==> src/rtl/hdlc_rx_pkg.sv <==
package hdlc_rx_pkg;
  localparam logic [15:0] CRC_PRESET = 16'hFFFF;
  localparam logic [15:0] CRC_POLY   = 16'h8408;
  localparam logic [15:0] CRC_GOOD   = 16'hF0B8;

  // Strobes from bit-level control to the FIFO/status datapath
  typedef struct packed {
    logic       push;
    logic [7:0] data;
    logic       tagOpen;
    logic       tagClose;
    logic       tagOk;
    logic       setAbort;
    logic       setCrcErr;
    logic       setValid;
  } rxStrobes_t;
endpackage

==> src/rtl/hdlc_rx_ctrl.sv <==
module hdlc_rx_ctrl
  import hdlc_rx_pkg::*;
#(
  parameter int MIN_BYTES = 4
) (
  input  logic       clk,
  input  logic       rstN,
  input  logic       bitEn,
  input  logic       bitIn,
  input  logic       fifoFull,
  output rxStrobes_t strb
);
  localparam int BCW = $clog2(MIN_BYTES + 1);
  localparam int DLW = 7;  // flag bits that enter the data path before the flag is recognised

  logic [2:0]     onesCnt;
  logic           inFrame;
  logic [DLW-1:0] dl;
  logic [2:0]     dlCnt;
  logic [7:0]     shByte;
  logic [2:0]     bitCnt;
  logic [15:0]    crc;
  logic [7:0]     h0, h1, h2;
  logic [1:0]     heldCnt;
  logic [BCW-1:0] byteCnt;
  logic           firstPending;
  logic           frameOvr;

  logic flagSeen, abortSeen, stuffed, dataValid, exitValid, exitBit, byteDone;
  logic frameEnd, crcGood, pushStream;
  logic [7:0]  newByte;
  logic [15:0] crcNext;

  always_comb begin
    flagSeen   = bitEn && !bitIn && (onesCnt == 3'd6);
    abortSeen  = bitEn &&  bitIn && (onesCnt == 3'd6);
    stuffed    = bitEn && !bitIn && (onesCnt == 3'd5);
    dataValid  = bitEn && inFrame && !flagSeen && !abortSeen && !stuffed;
    exitValid  = dataValid && (dlCnt == 3'(DLW));
    exitBit    = dl[0];
    newByte    = {exitBit, shByte[7:1]};
    byteDone   = exitValid && (bitCnt == 3'd7);
    crcNext    = {1'b0, crc[15:1]} ^ ((crc[0] ^ exitBit) ? CRC_POLY : 16'h0000);
    frameEnd   = flagSeen && inFrame && (byteCnt >= BCW'(MIN_BYTES));
    crcGood    = (crc == CRC_GOOD) && (bitCnt == 3'd0);
    pushStream = byteDone && (heldCnt == 2'd3);

    strb           = '0;
    strb.push      = pushStream || frameEnd;
    strb.data      = h0;
    strb.tagOpen   = firstPending;
    strb.tagClose  = frameEnd;
    strb.tagOk     = frameEnd && crcGood && !frameOvr && !fifoFull;
    strb.setAbort  = abortSeen;
    strb.setCrcErr = frameEnd && !crcGood;
    strb.setValid  = frameEnd && crcGood && !frameOvr && !fifoFull;
  end

  always_ff @(posedge clk) begin
    if (!rstN) begin
      onesCnt      <= '0;
      inFrame      <= 1'b0;
      dl           <= '0;
      dlCnt        <= '0;
      shByte       <= '0;
      bitCnt       <= '0;
      crc          <= CRC_PRESET;
      h0           <= '0;
      h1           <= '0;
      h2           <= '0;
      heldCnt      <= '0;
      byteCnt      <= '0;
      firstPending <= 1'b0;
      frameOvr     <= 1'b0;
    end else if (bitEn) begin
      if (bitIn) onesCnt <= (onesCnt == 3'd7) ? 3'd7 : onesCnt + 3'd1;
      else       onesCnt <= '0;

      if (flagSeen) begin
        inFrame      <= 1'b1;
        dlCnt        <= '0;
        bitCnt       <= '0;
        crc          <= CRC_PRESET;
        heldCnt      <= '0;
        byteCnt      <= '0;
        firstPending <= 1'b1;
        frameOvr     <= 1'b0;
      end else if (abortSeen) begin
        inFrame <= 1'b0;
      end else if (dataValid) begin
        dl <= {bitIn, dl[DLW-1:1]};
        if (dlCnt != 3'(DLW)) dlCnt <= dlCnt + 3'd1;
        if (exitValid) begin
          shByte <= newByte;
          bitCnt <= bitCnt + 3'd1;
          crc    <= crcNext;
        end
        if (byteDone) begin
          h0 <= h1;
          h1 <= h2;
          h2 <= newByte;
          if (heldCnt != 2'd3) heldCnt <= heldCnt + 2'd1;
          if (byteCnt < BCW'(MIN_BYTES)) byteCnt <= byteCnt + BCW'(1);
        end
        if (pushStream) begin
          firstPending <= 1'b0;
          if (fifoFull) frameOvr <= 1'b1;
        end
      end
    end
  end

  a_r5_abort_hunts: assert property (@(posedge clk) disable iff (!rstN)
    abortSeen |=> !inFrame);
  a_r1_push_in_frame: assert property (@(posedge clk) disable iff (!rstN)
    strb.push |-> inFrame);
  a_r2_no_exit_while_filling: assert property (@(posedge clk) disable iff (!rstN)
    $rose(inFrame) |-> !exitValid);
endmodule

==> src/rtl/hdlc_rx_dp.sv <==
module hdlc_rx_dp
  import hdlc_rx_pkg::*;
#(
  parameter int DEPTH = 64
) (
  input  logic       clk,
  input  logic       rstN,
  input  rxStrobes_t strb,
  input  logic       rdEn,
  input  logic       addr,
  output logic [7:0] rdData,
  output logic       fifoFull
);
  localparam int AW     = $clog2(DEPTH);
  localparam int EW     = 11;  // {ok, close, open, data[7:0]}
  localparam int NSTICK = 4;   // index 3 abort, 2 crc error, 1 overrun, 0 valid

  logic [EW-1:0] mem [DEPTH];
  logic [AW-1:0] wrPtr, rdPtr;
  logic [AW:0]   count;
  logic          empty, popReq, pop, wrOk, clearReq;
  logic [EW-1:0] head;
  logic [NSTICK-1:0] sticky, setVec;
  logic [7:0]    status;

  always_comb begin
    fifoFull = (count == (AW+1)'(DEPTH));
    empty    = (count == '0);
    popReq   = rdEn && addr;
    pop      = popReq && !empty;
    wrOk     = strb.push && !fifoFull;
    clearReq = rdEn && !addr;
    head     = mem[rdPtr];
    setVec   = {strb.setAbort, strb.setCrcErr, strb.push && fifoFull, strb.setValid};
    status   = {sticky, empty, empty ? 3'b000 : head[EW-1:8]};
    rdData   = addr ? (empty ? 8'h00 : head[7:0]) : status;
  end

  always_ff @(posedge clk) begin
    if (wrOk) mem[wrPtr] <= {strb.tagOk, strb.tagClose, strb.tagOpen, strb.data};
  end

  always_ff @(posedge clk) begin
    if (!rstN) begin
      wrPtr <= '0;
      rdPtr <= '0;
      count <= '0;
    end else begin
      if (wrOk) wrPtr <= wrPtr + AW'(1);
      if (pop)  rdPtr <= rdPtr + AW'(1);
      case ({wrOk, pop})
        2'b10:   count <= count + (AW+1)'(1);
        2'b01:   count <= count - (AW+1)'(1);
        default: count <= count;
      endcase
    end
  end

  for (genvar i = 0; i < NSTICK; i++) begin : g_sticky
    always_ff @(posedge clk) begin
      if (!rstN)          sticky[i] <= 1'b0;
      else if (setVec[i]) sticky[i] <= 1'b1;
      else if (clearReq)  sticky[i] <= 1'b0;
    end
  end

  a_r6_full_drops: assert property (@(posedge clk) disable iff (!rstN)
    (strb.push && fifoFull && !popReq) |=> (count == $past(count)));
  a_r6_overrun_flag: assert property (@(posedge clk) disable iff (!rstN)
    (strb.push && fifoFull) |=> sticky[1]);
  a_r9_set_wins: assert property (@(posedge clk) disable iff (!rstN)
    strb.setAbort |=> sticky[3]);
  a_r10_empty_pop_idle: assert property (@(posedge clk) disable iff (!rstN)
    (popReq && empty && !strb.push) |=> (count == '0 && $stable(rdPtr)));
  a_r7_empty_status: assert property (@(posedge clk) disable iff (!rstN)
    (count == '0) |-> (status[3] && status[2:0] == 3'b000));
endmodule

==> src/rtl/hdlc_rx_tagged.sv <==
module hdlc_rx_tagged
  import hdlc_rx_pkg::*;
#(
  parameter int DEPTH     = 64,
  parameter int MIN_BYTES = 4
) (
  input  logic       clk,
  input  logic       rstN,
  input  logic       bitEn,
  input  logic       bitIn,
  input  logic       rdEn,
  input  logic       addr,
  output logic [7:0] rdData
);
  rxStrobes_t strb;
  logic       fifoFull;

  hdlc_rx_ctrl #(.MIN_BYTES(MIN_BYTES)) ctrl_i (
    .clk(clk), .rstN(rstN), .bitEn(bitEn), .bitIn(bitIn),
    .fifoFull(fifoFull), .strb(strb)
  );

  hdlc_rx_dp #(.DEPTH(DEPTH)) dp_i (
    .clk(clk), .rstN(rstN), .strb(strb), .rdEn(rdEn), .addr(addr),
    .rdData(rdData), .fifoFull(fifoFull)
  );
endmodule

==> config.mk <==
export PLATFORM = sky130hd
export DESIGN_NAME = hdlc_rx_tagged
export DESIGN_NICKNAME = d
export VERILOG_FILES = /design/src/rtl/hdlc_rx_pkg.sv /design/src/rtl/hdlc_rx_ctrl.sv /design/src/rtl/hdlc_rx_dp.sv /design/src/rtl/hdlc_rx_tagged.sv
export SDC_FILE = /design/constraint.sdc
export NUM_CORES = 1
export LEC_CHECK = 0
export ABC_AREA = 1
export BUFFER_PORTS_ARGS = -buffer_cell sky130_fd_sc_hd__buf_2
export CELL_PAD_IN_SITES_DETAIL_PLACEMENT = 1
export CELL_PAD_IN_SITES_GLOBAL_PLACEMENT = 1
export CORE_MARGIN = 8
export CORE_UTILIZATION = 30
export CTS_BUF_LIST = sky130_fd_sc_hd__clkbuf_4
export DETAILED_ROUTE_END_ITERATION = 6
export PLACE_DENSITY = 0.51
export SLEW_MARGIN = 20
export SYNTH_ARGS = -nofsm -noshare
export SYNTH_HDL_FRONTEND = slang
export SYNTH_SLANG_ARGS = --single-unit
==> constraint.sdc <==
create_clock -name clk -period 3.65 [get_ports clk]
set_input_delay 0.73 -clock clk [delete_from_list [all_inputs] [get_ports clk]]
set_output_delay 0.73 -clock clk [all_outputs]
set_load 0.1 [all_outputs]
---- Yosys cells after proc, flatten, opt, wreduce, memory -nomap -nowiden ----
Memories as Yosys holds them, arrays and structs flattened. A register that Yosys moved wholly into a read port is not among the register bits.
Index checks and enable logic that the tools add are counted.
word-level totals
  bits of input ports ..................... 6
  word-level logic and storage cells ...... 159
  flip-flop bits (word level) ............. 95
  memories ................................ 1
  output and inout bits ................... 8
  memory bits (writable) .................. 704
memories
  memory    depth  bits a word  read ports  clocked after memory_dff  write ports  line              RTL
  dp_i.mem  64     11           1           1                         1            hdlc_rx_dp.sv:18  logic [EW-1:0] mem [DEPTH];
cells by class
  multiplexer cells ....................... 49
  order comparisons ....................... 2
  equal/unequal tests ..................... 13
  $add $sub $neg .......................... 9
  bitwise gates (word level) .............. 4
  reduce and logical (&&, ||, !) cells .... 60
operators by type and width
  cell                                               count
  two-way mux 16 bit                                 5
  two-way mux 3 bit                                  16
  nonzero test 2 bit                                 14
  AND reduction 5 bit                                5
  logical AND 1 bit                                  24
  two-way mux 1 bit                                  18
  equality test 16 bit (second input constant)       1
  two-way mux 8 bit                                  2
  AND reduction 4 bit                                4
  XOR 15 x 16 -> 16 bit                              1
  equality test 3 bit (second input constant)        5
  one-hot mux 7 bit (2 select lines)                 1
  adder 3 x 1 -> 3 bit (second input constant)       4
  adder 6 x 1 -> 6 bit (second input constant)       2
  two-way mux 6 bit                                  2
  two-way mux 2 bit                                  5
  zero test 1 bit                                    9
  adder 7 x 1 -> 7 bit (second input constant)       1
  equality test 7 bit (second input constant)        1
  zero test 7 bit                                    1
  subtractor 7 x 1 -> 7 bit (second input constant)  1
  equality test 2 bit (second input constant)        2
  >= comparator 3 bit (second input constant)        1
  zero test 3 bit                                    1
  10 further kinds                                   11

---- Depth between registers and ports, before layout ----
Gate-level depths: netlist (run 1).
  word-level depth ........................ 14
  mapped depth ............................ 22
  mapped depth without buffers ............ 21

---- Hierarchy ----
A second synthesis (run 1) with hierarchy kept.
unflattened totals
  cell total of the unflattened synthesis .. 2983
  area, all modules ....................... 32952.9 um2
modules (own cells, without submodules)
  module        seq. area each (um2)  area each (um2)  cells each  times used
  hdlc_rx_dp    21720.8               29937.5          2595        1
  hdlc_rx_ctrl  1421.4                3015.4           388         1

---- Worst setup path before layout (run 1) ----
OpenSTA, ideal clock, no wires.
  path type ............................... input -> register
  from .................................... input bitEn
  to ...................................... register dp_i.count[4]
  arrival time ............................ 2.700 ns
  setup time .............................. 0.115 ns
  buffers on the path ..................... 1
  stages on the path ...................... 17
  path slack .............................. 0.835 ns
  data required time ...................... 3.535 ns
  path through ............................ inv_2 nor2_2 nand4_2 clkinv_2 nand2_2 nand2_2 nand2_4 ha_1 buf_2 xor2_1 ha_1 a21oi_1 inv_1 a21oi_1 xor2_1 o21ai_0 inv_1
on the way
  word-level cells in the longest chain between the ends .. 13
  elaborated cells on any way between the ends .. 23
  classes of those cells .................. eq/ne (2); mux (1); reduce/logical (20)
ends and longest elaborated chain
  item                                                                             line                                    RTL
  start, declared                                                                  hdlc_rx_tagged.sv:9                     input logic bitEn,
  logical AND 1 bit                                                                hdlc_rx_ctrl.sv:35, hdlc_rx_ctrl.sv:37
  logical AND 1 bit                                                                hdlc_rx_ctrl.sv:35                      flagSeen = bitEn && !bitIn && (onesCnt == 3'd6);
  zero test 1 bit                                                                  hdlc_rx_ctrl.sv:38                      dataValid = bitEn && inFrame && !flagSeen && !abortSeen && !stuffed;
  logical AND 1 bit (3 in series)                                                  hdlc_rx_ctrl.sv:38
  logical AND 1 bit                                                                hdlc_rx_ctrl.sv:39                      exitValid = dataValid && (dlCnt == 3'(DLW));
  logical AND 1 bit                                                                hdlc_rx_ctrl.sv:42                      byteDone = exitValid && (bitCnt == 3'd7);
  logical AND 1 bit                                                                hdlc_rx_ctrl.sv:46                      pushStream = byteDone && (heldCnt == 2'd3);
  logical OR 1 bit (*)                                                             hdlc_rx_ctrl.sv:49                      strb.push = pushStream || frameEnd;
  logical AND 1 bit (*)                                                            hdlc_rx_dp.sv:31                        wrOk = strb.push && !fifoFull;
  equality test 2 x 1 -> 1 bit / equality test 2 bit (equally long branches)       hdlc_rx_dp.sv:51                        case ({wrOk, pop})
  one-hot mux 7 bit (2 select lines) / nonzero test 2 bit (equally long branches)  n/a
  end signal, assigned                                                             hdlc_rx_dp.sv:52                        2'b10: count <= count + (AW+1)'(1);
  end signal, assigned                                                             hdlc_rx_dp.sv:53                        2'b01: count <= count - (AW+1)'(1);
  end signal, assigned                                                             hdlc_rx_dp.sv:54                        default: count <= count;
  end, declared                                                                    hdlc_rx_dp.sv:20                        logic [AW:0] count;
Mark *: on every way between the ends. The rest lies on a longest branch, timed or not.
A chain may end at the register's enable or synchronous reset.

==> out/results.txt, run 1 <==
Final Hold Fails -> 0
core area -> 0.1089 mm^2
sequential fraction of the synthesis area -> 0.7025
Final Max Tran Viols -> 0
Primary FF master, synth -> edfxtp_1
cell count after synthesis -> 3004
Post-Place Setup Slack -> 0.3745 ns
footprint of the multi-input gates -> 0.009946 mm^2
antenna violations before repair -> 4
Post-Synth Simple-Gate Area -> 0.2367
DR iter-0 viols -> 1519
Net count, final -> 3279
Worst Hold Class -> input port to flip-flop
final WL -> 109300 um
fillers -> 11767
Vias/cell -> 4.959
status -> finished, violations left
Port Buf Inserts -> 13
ys async rst share -> 0
violated checks -> negative setup slack
post-synth top area share -> 0.6417
Initial Utilization -> 0.3026
number of clock sinks -> 804
Area Overhead vs Synth -> 24.35%
Setup-failing EPs final -> 8
multiplexer share of the synthesized area -> 0
adder-cell share of the synthesized area -> 0.005697
hold_ws -> 0.1928 ns
post-synth top area cell -> edfxtp_1
Fin Clk Skew -> 0.06413 ns
main combinational cell family by area after synthesis -> simple AND/OR/NAND/NOR gates
Post-DRT Antenna Nets -> 0
Total Routing Usage GR -> 0.1768
worst-margin pin slew -> 1.101 ns
CTS H-tree lvls -> 4
DRC viols -> 0
Die H -> 347.4 um
Synth Area in Compound Gates -> 0.01975
synth cell count leaders -> nand2_1 (1040), edfxtp_1 (704), nand3_1 (628), nor2_1 (107), buf_2 (105)
final worst path period share -> 1.078
CP Launch Type -> flip-flop
grt ovf -> 0
Clock Latency Late Sink -> 1.07 ns
Final Critical Period -> 3.933 ns
post-synthesis xor/xnor area fraction -> 0.003988
Worst Path Required -> 2.92 ns
first-pass GRT wire length -> 162000 um
cell with the most instances after synthesis -> nand2_1
Slew HR -> 0.2660
DIE AREA -> 0.1207 mm^2
PwrDens -> 631.9 mW/mm^2
detailed-route via count -> 23973
Seq. cell area -> 0.02317 mm^2
top cells by area, synth -> edfxtp_1 (64%), nand2_1 (12%), nand3_1 (9.5%)
Yosys cell types -> 40
WP data arrival -> 3.20 ns
HPWL after DPL -> 60810 um
maximum number of pins on one net before global-route repair -> 67
TritonCTS clock tree -> built
wire length per cell -> 22.61 um
Bufs on Longest Clock Path -> 3
synthesized cell area -> 0.03294 mm^2
GP Congestion -> 0.8167
root buffer cell -> clkbuf_4
syn nets -> 3025
number of synthesized flops with an enable pin -> 704
VDD IR max -> 1.109 mV
fmax -> 254.3 MHz
worst-path maximum fanout -> 8
# IOs -> 14
Syn Area/Cell -> 10.97 um^2
vias in the first global route -> 25189
warnings from Yosys -> 0
P_leak -> 16.04 nW
Max-Cap Viols -> 0
register bit total from synthesis -> 804
final worst slack -> -0.2830 ns
crit path kind -> flip-flop to output pin
fraction of layout cells with a size suffix above 1 -> 0.2450
CTS clock-pin slew for the worst setup and hold paths -> 0.06 ns
RSZ-0062 raised after global routing -> true
CTS buffer count -> 214
row count -> 121
drt first pass iters -> 5
Die X-Extent -> 347.4 um
CP Capture Type -> output pin
## sequential cells by signal (all words and copies together), names as in the netlist, named ones only
name	cells
dp_i.mem	704
ctrl_i.crc	16
ctrl_i.h0	8
ctrl_i.h1	8
ctrl_i.h2	8
ctrl_i.dl	7
ctrl_i.shByte	7
dp_i.count	7
dp_i.rdPtr	6
dp_i.wrPtr	6
dp_i.status	4
ctrl_i.bitCnt	3
ctrl_i.byteCnt	3
ctrl_i.dlCnt	3
ctrl_i.onesCnt	3
ctrl_i.heldCnt	2
ctrl_i.firstPending	1
ctrl_i.frameOvr	1
ctrl_i.inFrame	1
## worst max-delay path, stage by stage, from the launching register on
cell and delay, ns:
dfxtp_4 0.39, buf_12 0.17, clkinv_16 0.10, buf_16 0.18, clkbuf_16 0.17, nand2_1 0.05, nand3_1 0.08, nand3_2 0.10
nand2_2 0.13, nand2_1 0.06, nand3_1 0.12, nand3_1 0.09, nand2_1 0.11, nand2_2 0.07, nand2_4 0.13, buf_12 0.18
## layer usage
metal / up-vias / share of wire / GRT usage / wire (um)
met5: - / 0 / 0 / 0
li1: 11099 / - / - / -
met4: 0 / 0.024 / 0.05361 / 2662
met1: 12203 / 0.45 / 0.2314 / 49070
met2: 502 / 0.49 / 0.2991 / 53170
met3: 169 / 0.040 / 0.03081 / 4396
## what timing repair did
action | CTS | global route
hold buffers | 4 | 0
setup endpoints to repair | 8 | 8
gates cloned | 27 | 9
buffers inserted | 17 | 11
resized for setup | 152 | 200
hold endpoints to repair | 10 | 0
pin swaps | 16 | 95
## logic make-up (layout without fill, tap and decap cells)
kind of cell,Yosys count,in the layout
other cells,0,4
simple gates,1815,1815
xor+xnor,15,15
flops,804,804
fa+ha+maj,15,15
compound gates,120,120
buf+inv,235,647
## final timing paths
check | startpoint | end | slack, ns | depth (start not counted)
hold / removal | rstN | ctrl_i.crc[1]$_SDFFE_PN1P_ | 0.19 | 3
setup reg to reg | ctrl_i.onesCnt[0]$_SDFFE_PN0P_ | dp_i.count[4]$_SDFFE_PN0P_ | 0.53 | 19
setup / recovery | flip-flop | rdData[0] | -0.28 | 15
hold reg to reg | ctrl_i.h1[5]$_SDFFE_PN0P_ | ctrl_i.h0[5]$_SDFFE_PN0P_ | 0.45 | 2
## where the power goes
part | internal (mW) | leakage (nW) | switching, mW
Combinational | 2.82 | 5.67 | 4.77
Clock | 4.58 | 1.70 | 3.76
Sequential | 9.89 | 8.67 | 0.0679
Total | 17.3 | 16.0 | 8.59
## stage by stage
stage                     area [um^2]    util  std cells  power, mW  setup TNS [ns]
after global placement          35400  0.3252       4390      15.50               0
final                           40970  0.3763       4834      25.88          -1.916
after floorplan                 32940       -       3004      13.41               0
after global routing            40960  0.3763       4831      27.06          -3.397
after detailed placement        35400  0.3252       4390      15.54               0
after CTS                       39820  0.3658       4812      25.62          -3.708
## placed cells by master, fill, tap and decap left out, drive strengths merged, types with 4 or more instances in the layout
master,synthesis,routed
clkbuf,48,347
dlygate4sd3,0,4
edfxtp,704,704
nor3,13,13
dfxtp,100,100
xor2,11,11
xnor2,4,4
buf,127,195
nand2,1048,1048
o21ai,41,41
nor2,112,112
clkinv,2,29
or2,4,4
inv,58,59
o211ai,4,4
clkinvlp,0,4
nand3,633,633
ha,15,15
bufinv,0,6
diode,0,4
a21oi,64,64
## final cells by class
type	instances	share of cell area
Sequential cell	804	0.5657
Clock inverter	35	0.007514
Timing Repair inverter	3	0.001283
Multi-Input combinational cell	1965	0.2428
Clock buffer	339	0.06212
Antenna cell	4	0.0002443
Inverter	60	0.006689
Timing Repair Buffer	210	0.07049
Tap cell	1414	0.04319
(Power assumes the default switching activity.)
==> run 2, diff against run 1 <==
==> constraint.sdc (replaced) <==
create_clock -name clk -period 3.65 [get_ports clk]
set_input_delay 0.5475 -clock clk [delete_from_list [all_inputs] [get_ports clk]]
set_output_delay 0.5475 -clock clk [all_outputs]
set_load 0.1 [all_outputs]
==> out/results.txt, run 2 (synthesis gave the netlist of run 1 again) <==
r2r endpoint -> dp_i.count[4]$_SDFFE_PN0P_
Hold Path Depth -> 6
max FFs per register -> 704
CTS buffer count -> 222
final worst path period share -> 1.065
commonest non-fill, non-tap cells in the layout -> nand2_1 (987), edfxtp_1 (704), nand3_1 (564)
Setup-failing EPs final -> 8
worst-path maximum fanout -> 27
antenna violations before repair -> 4
DR iter-0 viols -> 1552
cell chain of the critical path -> clkbuf_16, clkinv_16, buf_16, nand2_1, nand3_1, nand3_1, nand2_1, nand2_2, nand3_2, nand3_4, nand2_2, nand2_1, nand2_2, buf_12
detailed-route via count -> 23832
wire length per cell -> 22.36 um
Sw Share -> 0.3356
row count -> 121
vias in the first global route -> 25094
Initial Utilization -> 0.3026
max incr delay on CP -> 0.42 ns
first-pass GRT wire length -> 159400 um
fraction of layout cells with a size suffix above 1 -> 0.2065
Final Max Tran Viols -> 0
Worst Reg-to-Reg Cells -> 19
maximum number of pins on one net before global-route repair -> 90
placed inst area -> 0.03530 mm^2
Die H -> 347.4 um
fillers -> 11822
Seq pwr share -> 0.398
drt first pass iters -> 5
TritonCTS clock tree -> built
Post-DRT Antenna Nets -> 0
final worst slack -> -0.2362 ns
root buffer cell -> clkbuf_4
delay-heaviest family, CP -> simple AND/OR/NAND/NOR gates
worst-margin pin slew -> 1.022 ns
Critical R2R Launch -> ctrl_i.onesCnt[0]$_SDFFE_PN0P_
Total Routing Usage GR -> 0.1735
PwrDens -> 627.3 mW/mm^2
Worst Hold Class -> input port to flip-flop
number of clock sinks -> 804
Vias/cell -> 4.932
# IOs -> 14
Final Critical Period -> 3.886 ns
reg2reg setup slack -> 0.42 ns
Port Buf Inserts -> 13
RSZ-0062 raised after global routing -> true
Clock Latency Late Sink -> 1.07 ns
registers with the most flip-flops -> dp_i.mem: 704 flops, ctrl_i.crc: 16 flops
violated checks -> negative setup slack
DIE AREA -> 0.1207 mm^2
setup TNS -> -1.657 ns
Layout Utilization -> 0.3666
DRC viols -> 0
status -> finished, violations left
crit path kind -> flip-flop to output pin
Net count, final -> 3257
WP data arrival -> 3.34 ns
NetSw -> 8.400 mW
CP Capture Type -> output pin
core area -> 0.1089 mm^2
fmax -> 257.3 MHz
Clk pwr share -> 0.332
Worst Min Path Start -> addr
final WL -> 108100 um
Worst path slowest cell -> dfxtp_4
VDD IR max -> 1.175 mV
Internal -> 16.63 mW
grt ovf -> 0
CP Launch Type -> flip-flop
CTS clock-pin slew for the worst setup and hold paths -> 0.06 ns
Worst Path Required -> 3.10 ns
Die X-Extent -> 347.4 um
Gate power share -> 0.270
fin area -> 0.03990 mm^2
Biggest register -> dp_i.mem
most common cell after layout, fill and taps aside -> nand2_1
Bufs on Longest Clock Path -> 3
Slew HR -> 0.3189
GP Congestion -> 0.7869
P_leak -> 15.65 nW
HPWL after DPL -> 60410 um
CTS H-tree lvls -> 4
Area Overhead vs Synth -> 21.12%
Final Hold Fails -> 0
Fin Clk Skew -> 0.04682 ns
Max-Cap Viols -> 0
CP bufs+invs -> 4
## run 2: changes by cell type in the layout (fill, tap and decap cells not counted), moves of 4 or more
cell,change
nand2_4,-14
buf_16,-4
clkinv_1,+23
nand3_2,-41
nand2_1,+49
buf_12,-13
nand3_4,-14
buf_4,-10
nand3_1,+55
nand2_2,-35
## run 2: what timing repair did
item / CTS / global route
cloned: 14 / 8
pin swaps: 6 / 36
endpoints found under the hold margin: 54 / 0
gates resized for setup: 107 / 88
endpoints found under the setup margin: 8 / 8
hold buffers: 6 / 0
setup buffers: 13 / 7
## run 2: tightest hold or removal path, stage by stage
cell	delay, ns
buf_2	0.13
inv_1	0.13
nor2_2	0.14
nand2_1	0.17
nand2_1	0.10
a21oi_1	0.08
## run 2: layout make-up
type                       count  area (um^2)  area share
clock inverter                61        344.1    0.008623
timing repair inverter         2        28.78   0.0007212
multi-input combinational   1965         9373      0.2349
sequential                   804        23170      0.5807
inverter                      60        277.8    0.006961
clock buffer                 341         2560     0.06416
tap                         1414         1769     0.04434
timing repair buffer         181         2367     0.05933
antenna                        4        10.01   0.0002509
## run 2: per-stage QoR
stage	cells	worst slack, ns	hold WS [ns]	total power, mW
floorplan	3004	0.8826	0.4297	13.41
global placement	4379	0.4478	0.4416	15.45
detailed placement	4379	0.4381	0.4472	15.50
CTS	4814	-0.3786	0.1315	24.94
global route	4830	-0.3960	0.2500	26.25
finish	4832	-0.2362	0.2803	25.03
## run 2: how the worst max path moves through the flow
| stage | slack, ns | from | endpoint | cells after the start |
|---|---|---|---|---|
| 6_report | -0.24 | flip-flop | rdData[6] | 14 |
| 5_1_grt | -0.40 | flip-flop | rdData[2] | 15 |
| 4_1_cts | -0.38 | flip-flop | rdData[1] | 14 |
| 3_5_place_dp | 0.44 | flip-flop | rdData[6] | 13 |
| 3_3_place_gp | 0.45 | flip-flop | rdData[6] | 13 |
| 2_1_floorplan | 0.88 | ctrl_i.onesCnt[0]$_SDFFE_PN0P_ | dp_i.count[4]$_SDFFE_PN0P_ | 20 |
## run 2: power groups by stage
| stage | Combinational (mW) | Sequential (mW) | Clock [mW] |
|---|---|---|---|
| global placement | 5.27 | 10.2 | 0 |
| global route | 7.21 | 9.95 | 9.09 |
| CTS | 6.35 | 9.95 | 8.64 |
| floorplan | 3.29 | 10.1 | 0 |
| detailed placement | 5.32 | 10.2 | 0 |
| finish | 6.76 | 9.96 | 8.32 |
## run 2: per-layer routing
layer	up-vias	GRT usage	wire length [um]
li1	11060	-	-
met1	12147	0.2234	48590
met2	476	0.2981	52770
met3	149	0.02995	4373
met4	0	0.05276	2309
met5	-	0	0
